--- src/rtl/cfgp_pkg.sv ---
package cfgp_pkg;

  typedef enum logic [1:0] {
    SZ_BYTE = 2'd0,
    SZ_HALF = 2'd1,
    SZ_WORD = 2'd2,
    SZ_RSVD = 2'd3
  } xfer_size_e;

  typedef enum logic {
    ST_IDLE = 1'b0,
    ST_WAIT = 1'b1
  } port_state_e;

endpackage

--- src/rtl/cfgp_lane_swap.sv ---
module cfgp_lane_swap
  import cfgp_pkg::*;
#(
  parameter int DATA_W = 32
) (
  input  logic [1:0]        size,
  input  logic [DATA_W-1:0] din,
  output logic [DATA_W-1:0] dout
);
  localparam int NB = DATA_W / 8;

  logic [DATA_W-1:0] rev;

  // full-width reversal of byte lanes
  for (genvar i = 0; i < NB; i++) begin : g_rev
    assign rev[8*i +: 8] = din[8*(NB-1-i) +: 8];
  end

  always_comb begin
    unique case (size)
      SZ_BYTE: dout = {{(DATA_W-8){1'b0}}, din[7:0]};
      SZ_HALF: dout = {{(DATA_W-16){1'b0}}, din[7:0], din[15:8]};
      default: dout = rev;
    endcase
  end

endmodule

--- src/rtl/cfgp_irq_route.sv ---
module cfgp_irq_route #(
  parameter int NUM_SLOTS     = 4,
  parameter int PINS_PER_SLOT = 4,
  parameter int FIRST_SLOT    = 1,
  parameter int IRQ_W         = 32,
  parameter int SINK_TOP      = 30
) (
  input  logic [NUM_SLOTS*PINS_PER_SLOT-1:0] dev_intx,
  output logic [IRQ_W-1:0]                   ctrl_irq
);
  // board line = slot + 1, sink = SINK_TOP - line
  localparam int SINK_HI = SINK_TOP - FIRST_SLOT - 1;

  logic [NUM_SLOTS-1:0] slot_any;

  for (genvar s = 0; s < NUM_SLOTS; s++) begin : g_slot
    assign slot_any[s] = |dev_intx[s*PINS_PER_SLOT +: PINS_PER_SLOT];
  end

  always_comb begin
    ctrl_irq = '0;
    for (int s = 0; s < NUM_SLOTS; s++) begin
      ctrl_irq[SINK_HI - s] = slot_any[s];
    end
  end

endmodule

--- src/rtl/pci_cfg_port.sv ---
module pci_cfg_port
  import cfgp_pkg::*;
#(
  parameter int DATA_W        = 32,
  parameter int ADDR_W        = 32,
  parameter int NUM_SLOTS     = 4,
  parameter int PINS_PER_SLOT = 4,
  parameter int FIRST_SLOT    = 1,
  parameter int IRQ_W         = 32,
  parameter int SINK_TOP      = 30
) (
  input  logic                               clk,
  input  logic                               rst_n,
  input  logic                               cpu_valid,
  output logic                               cpu_ready,
  input  logic                               cpu_write,
  input  logic [2:0]                         cpu_addr,
  input  logic [1:0]                         cpu_size,
  input  logic [DATA_W-1:0]                  cpu_wdata,
  output logic                               cpu_rvalid,
  output logic [DATA_W-1:0]                  cpu_rdata,
  output logic                               cfg_valid,
  output logic                               cfg_write,
  output logic [ADDR_W-1:0]                  cfg_addr,
  output logic [1:0]                         cfg_size,
  output logic [DATA_W-1:0]                  cfg_wdata,
  input  logic                               cfg_rvalid,
  input  logic [DATA_W-1:0]                  cfg_rdata,
  input  logic [NUM_SLOTS*PINS_PER_SLOT-1:0] dev_intx,
  output logic [IRQ_W-1:0]                   ctrl_irq
);
  localparam int EN_BIT = ADDR_W - 1;

  port_state_e       st;
  logic [ADDR_W-1:0] addr_q;
  logic [1:0]        size_q;
  logic              accept;
  logic [ADDR_W-1:0] req_addr;
  logic [DATA_W-1:0] wr_bus;
  logic [DATA_W-1:0] rd_host;
  logic [DATA_W-1:0] gated_val;

  assign cpu_ready = (st == ST_IDLE);
  assign accept    = cpu_valid && cpu_ready;
  assign req_addr  = addr_q | {{(ADDR_W-2){1'b0}}, cpu_addr[1:0]};

  always_comb begin
    unique case (cpu_size)
      SZ_BYTE: gated_val = {{(DATA_W-8){1'b0}}, 8'hFF};
      SZ_HALF: gated_val = {{(DATA_W-16){1'b0}}, 16'hFFFF};
      default: gated_val = '1;
    endcase
  end

  cfgp_lane_swap #(.DATA_W(DATA_W)) u_wr_swap (
    .size (cpu_size),
    .din  (cpu_wdata),
    .dout (wr_bus)
  );

  cfgp_lane_swap #(.DATA_W(DATA_W)) u_rd_swap (
    .size (size_q),
    .din  (cfg_rdata),
    .dout (rd_host)
  );

  cfgp_irq_route #(
    .NUM_SLOTS     (NUM_SLOTS),
    .PINS_PER_SLOT (PINS_PER_SLOT),
    .FIRST_SLOT    (FIRST_SLOT),
    .IRQ_W         (IRQ_W),
    .SINK_TOP      (SINK_TOP)
  ) u_route (
    .dev_intx (dev_intx),
    .ctrl_irq (ctrl_irq)
  );

  always_ff @(posedge clk or negedge rst_n) begin
    if (!rst_n) begin
      st         <= ST_IDLE;
      addr_q     <= '0;
      size_q     <= '0;
      cfg_valid  <= 1'b0;
      cfg_write  <= 1'b0;
      cfg_addr   <= '0;
      cfg_size   <= '0;
      cfg_wdata  <= '0;
      cpu_rvalid <= 1'b0;
      cpu_rdata  <= '0;
    end else begin
      cfg_valid  <= 1'b0;
      cpu_rvalid <= 1'b0;
      unique case (st)
        ST_IDLE: begin
          if (accept) begin
            if (!cpu_addr[2]) begin
              if (cpu_write) begin
                addr_q <= {cpu_wdata[ADDR_W-1:2], 2'b00};
              end else begin
                cpu_rvalid <= 1'b1;
                cpu_rdata  <= DATA_W'(addr_q);
              end
            end else if (cpu_write) begin
              cfg_valid <= 1'b1;
              cfg_write <= 1'b1;
              cfg_addr  <= req_addr;
              cfg_size  <= cpu_size;
              cfg_wdata <= wr_bus;
            end else if (addr_q[EN_BIT]) begin
              cfg_valid <= 1'b1;
              cfg_write <= 1'b0;
              cfg_addr  <= req_addr;
              cfg_size  <= cpu_size;
              cfg_wdata <= '0;
              size_q    <= cpu_size;
              st        <= ST_WAIT;
            end else begin
              cpu_rvalid <= 1'b1;
              cpu_rdata  <= gated_val;
            end
          end
        end
        default: begin
          if (cfg_rvalid) begin
            cpu_rvalid <= 1'b1;
            cpu_rdata  <= rd_host;
            st         <= ST_IDLE;
          end
        end
      endcase
    end
  end

  // a read request on the bus only ever happens with the enable bit set
  assert_read_gated_R4: assert property (@(posedge clk) disable iff (!rst_n)
    (cfg_valid && !cfg_write) |-> cfg_addr[EN_BIT]);

  // read requests are single-cycle pulses
  assert_read_pulse_R10: assert property (@(posedge clk) disable iff (!rst_n)
    (cfg_valid && !cfg_write) |=> !cfg_valid);

  // CPU channel is stalled while a read is outstanding on the bus
  assert_stall_on_read_R8: assert property (@(posedge clk) disable iff (!rst_n)
    (cfg_valid && !cfg_write) |-> !cpu_ready);

  // a read result follows either a bus response or a locally answered read
  assert_rsp_origin_R3: assert property (@(posedge clk) disable iff (!rst_n)
    cpu_rvalid |-> ($past(cfg_rvalid) || $past(cpu_valid && !cpu_write)));

  // address-register reads never show the two low bits
  assert_addr_low_clear_R2: assert property (@(posedge clk) disable iff (!rst_n)
    (cpu_rvalid && $past(cpu_valid && cpu_ready && !cpu_write && !cpu_addr[2]))
      |-> (cpu_rdata[1:0] == 2'b00));

endmodule

--- config.mk ---
export PLATFORM = sky130hd
export DESIGN_NAME = pci_cfg_port
export DESIGN_NICKNAME = d
export VERILOG_FILES = /design/src/rtl/cfgp_pkg.sv /design/src/rtl/cfgp_lane_swap.sv /design/src/rtl/cfgp_irq_route.sv /design/src/rtl/pci_cfg_port.sv
export SDC_FILE = /design/constraint.sdc
export NUM_CORES = 1
export LEC_CHECK = 0
export CAP_MARGIN = 20
export CORE_MARGIN = 2
export CORE_UTILIZATION = 48
export CTS_BUF_LIST = sky130_fd_sc_hd__clkbuf_2
export DETAILED_ROUTE_END_ITERATION = 10
export PLACE_DENSITY = 0.92
export SYNTH_ARGS = -nofsm -noshare
export SYNTH_HDL_FRONTEND = slang
export SYNTH_SLANG_ARGS = --single-unit
--- constraint.sdc ---
create_clock -name clk -period 4 [get_ports clk]
set_input_delay 0.6 -clock clk [delete_from_list [all_inputs] [get_ports clk]]
set_output_delay 0.6 -clock clk [all_outputs]
set_load 0.05 [all_outputs]
==> results.py <==
metrics = {
    "run_status": {
        "status": "completed",
    },
    "worst_setup_path": {
        "cp_slowest_stage_delay_ns": 1.11,
        "crit_type": "register to output port",
        "crit_arrival_ns": 2.88,
        "critPathLaunchType": "register",
        "cpMaxStageDelayCell": "dfrtp_1",
        "crit_required_ns": 3.40,
        "crit_buf_inv": 2,
        "cp_top_family": "flip-flops",
        "worstSetupEndpointType": "output port",
        "crit_path_max_fanout": 31,
        "cp_cell_sequence": "inv_2 -> clkdlybuf4s50_1",
    },
    "sta": {
        "fmax_mhz": 287,
        "hold_ws_ns": 0.343,
        "report.final.slew_viol_count": 0,
        "finalCriticalPeriod_ns": 3.48,
        "slew_headroom_pct": 26.2,
        "worstMarginPinSlew_ns": 1.11,
        "final-hold-violation-count": 0,
        "fin_setup_tns_ns": 0,
        "rsz0062_at_grt": "no",
        "setup_viol": 0,
        "finalCritPeriodShare_pct": 87.0,
        "fin_skew_ns": 0.0246,
    },
    "power_and_ir_drop": {
        "power_density_mw_per_mm2": 658,
        "leakage_uw": 0.00365,
        "p_total_uw": 5590,
        "ir_drop_v": 0.000392,
    },
    "synthesis": {
        "synth_flop_cell": "dfrtp_1",
        "synth_top_family_by_area": "multiplexers",
        "netlist_instances": 486,
        "ys_types": 38,
        "yosys_warnings": 0,
        "synth_compound_area_share_pct": 13.1,
        "synth_fa_ha_area_share_pct": 0,
        "synthTopCellsByArea": "dfrtp_1 (53%), mux2_2 (11%), mux2_4 (4.7%), mux2i_1 (4.4%), buf_4 (3.5%)",
        "async_flop_share_pct": 100,
        "synth-xor-area-share_pct": 0,
        "synth_edf_count": 0,
        "seq_area_frac_synth_pct": 52.8,
        "postSynthAreaPerCell_sq_um": 13.1,
        "synth_mux_area_share_pct": 21.7,
        "yosysTopAreaCellShare_pct": 52.8,
        "synthSimpleGateAreaFrac_pct": 4.07,
        "yosysTopAreaCell": "dfrtp_1",
        "syn_area_sq_mm": 0.00636,
        "synth_common_cells": "dfrtp_1 (134), mux2_2 (62), buf_4 (30)",
        "synth_seq_cells": 134,
        "yosysMostFrequentCell": "dfrtp_1",
    },
    "die": {
        "core-area_sq_mm": 0.0131,
        "die_h_um": 119,
        "die_w_um": 119,
        "rows": 42,
        "start_util_pct": 48.6,
        "ios": 224,
        "die_area_sq_mm": 0.0142,
    },
    "finish": {
        "regArea_sq_mm": 0.00335,
        "post-route-util_pct": 64.9,
        "multiInputGateArea_sq_mm": 0.00259,
        "syn2layout_area_growth_pct": 33.6,
        "design_area_sq_mm": 0.00849,
        "nets": 761,
        "fillers": 964,
        "num_antenna_cells": 0,
        "drive_above_1_share_pct": 18.7,
    },
    "placement": {
        "place_congestion": 0.858,
        "dp_hpwl_um": 13200,
        "postPlaceCellArea_sq_mm": 0.00824,
        "io_buffers": 195,
    },
    "global_routing": {
        "grt_busiest_layer": "met2",
        "grt_start_max_net_pins": 117,
        "grtUsageTotal_pct": 25.8,
        "overflow": 0,
        "grt_antenna_before_repair": 0,
        "use_met1_pct": 34.1,
        "grt_pass1_vias": 4838,
        "grt_pass1_wl_um": 27600,
        "met3_usage_pct": 6.85,
        "gr-usage-met2_pct": 41.7,
    },
    "routing": {
        "drt_pass1_iterations": 5,
        "drtIter0Drc": 432,
        "drcViolationCount": 0,
        "vias": 4811,
        "detail-route-antenna-nets": 0,
        "post_drt_wl_per_cell_um": 21.0,
        "via_per_inst": 5.60,
        "routed_wl_um": 18000,
    },
    "cts": {
        "cts_buffer_depth": 2,
        "clk_latency_ns": 0.71,
        "cts_tree": "done",
        "numCtsBuffers": 17,
        "clk_pin_slew_ns": 0.19,
        "htree_levels": 4,
        "post_cts_resized": 0,
        "root_buffer": "clkbuf_2",
        "clock-sinks": 134,
    },
    "hold_path": {
        "hold_class": "primary input to async pin",
    },
    "flow_run": {
        "max-cap-violations": 0,
    },
}
==> logic make-up after synthesis <==
logic type	after synthesis
other	1
muxes	119
AOI/OAI and AO/OA	100
DFF	134
buffers and inverters	85
and+or+nand+nor	47
==> timing repair <==
item                                   4_1_cts  5_1_grt
setup endpoints to repair                    0        0
endpoints found under the hold margin        0       43
setup buffers                                0        0
hold buffers                                 0        1
==> final timing paths <==
path	startpoint	slack (ns)	endpoint	depth (start not counted)
worst min-delay path	rst_n	0.34	cpu_rdata[19]	2
max in group asynchronous	rst_n	2.65	addr_q[5]	4
worst max-delay path	st	0.52	cpu_ready	2
worst min register to register	cpu_rdata[20]	0.52	cpu_rdata[20]	1
worst max register to register	st	1.19	addr_q[23]	4
min in group clk	cfg_rvalid	0.51	st	2
==> sequential cells by signal, summed over array words and instances, names as in the netlist, 2 cells and up <==
register	count
cfg_wdata	32
cfg_addr	32
addr_q	30
size_q	2
cfg_size	2
cpu_rdata	32
==> power by group <==
group,internal (uW),switching (uW),leakage [uW],total (uW)
registers,1750,321,0.00162,2070
logic,1050,1710,0.00191,2770
clock network,276,474,0.000127,750
total,3080,2510,0.00365,5590
==> area by class of cell <==
type | instances | share of cell area (%)
repair buffers | 207 | 24.3
inverters | 17 | 0.751
flip-flops and latches | 134 | 39.5
well taps | 176 | 2.59
clock inverters | 12 | 1.33
multi-input cells | 294 | 30.5
clock buffers | 19 | 1.12
==> through the flow <==
step	worst slack, ns	instances
after floorplan	2.03	513
after global placement	1.01	825
after detailed placement	0.934	825
after CTS	0.545	856
after global routing	0.368	859
final	0.519	859
==> cells in the final DEF (no fill, tap or decap), drive strengths merged, types with 9 or more instances in the layout <==
| cell type | instances |
|---|---|
| o2bb2ai | 16 |
| conb | 28 |
| dfrtp | 134 |
| buf | 13 |
| mux2i | 28 |
| nand2 | 13 |
| inv | 17 |
| nor3 | 14 |
| mux2 | 91 |
| a211oi | 9 |
| clkdlybuf4s50 | 193 |
| clkbuf | 19 |
| o211ai | 9 |
| a22o | 22 |
| a221o | 12 |
==> routing by layer <==
layer	up-vias	share of wire [%]	wire length, um
li1	2130	-	-
met1	2412	41	7360
met2	243	50	8950
met3	26	7.5	1350
met4	0	1.9	340
met5	-	0	0
(Power assumes the default switching activity.)
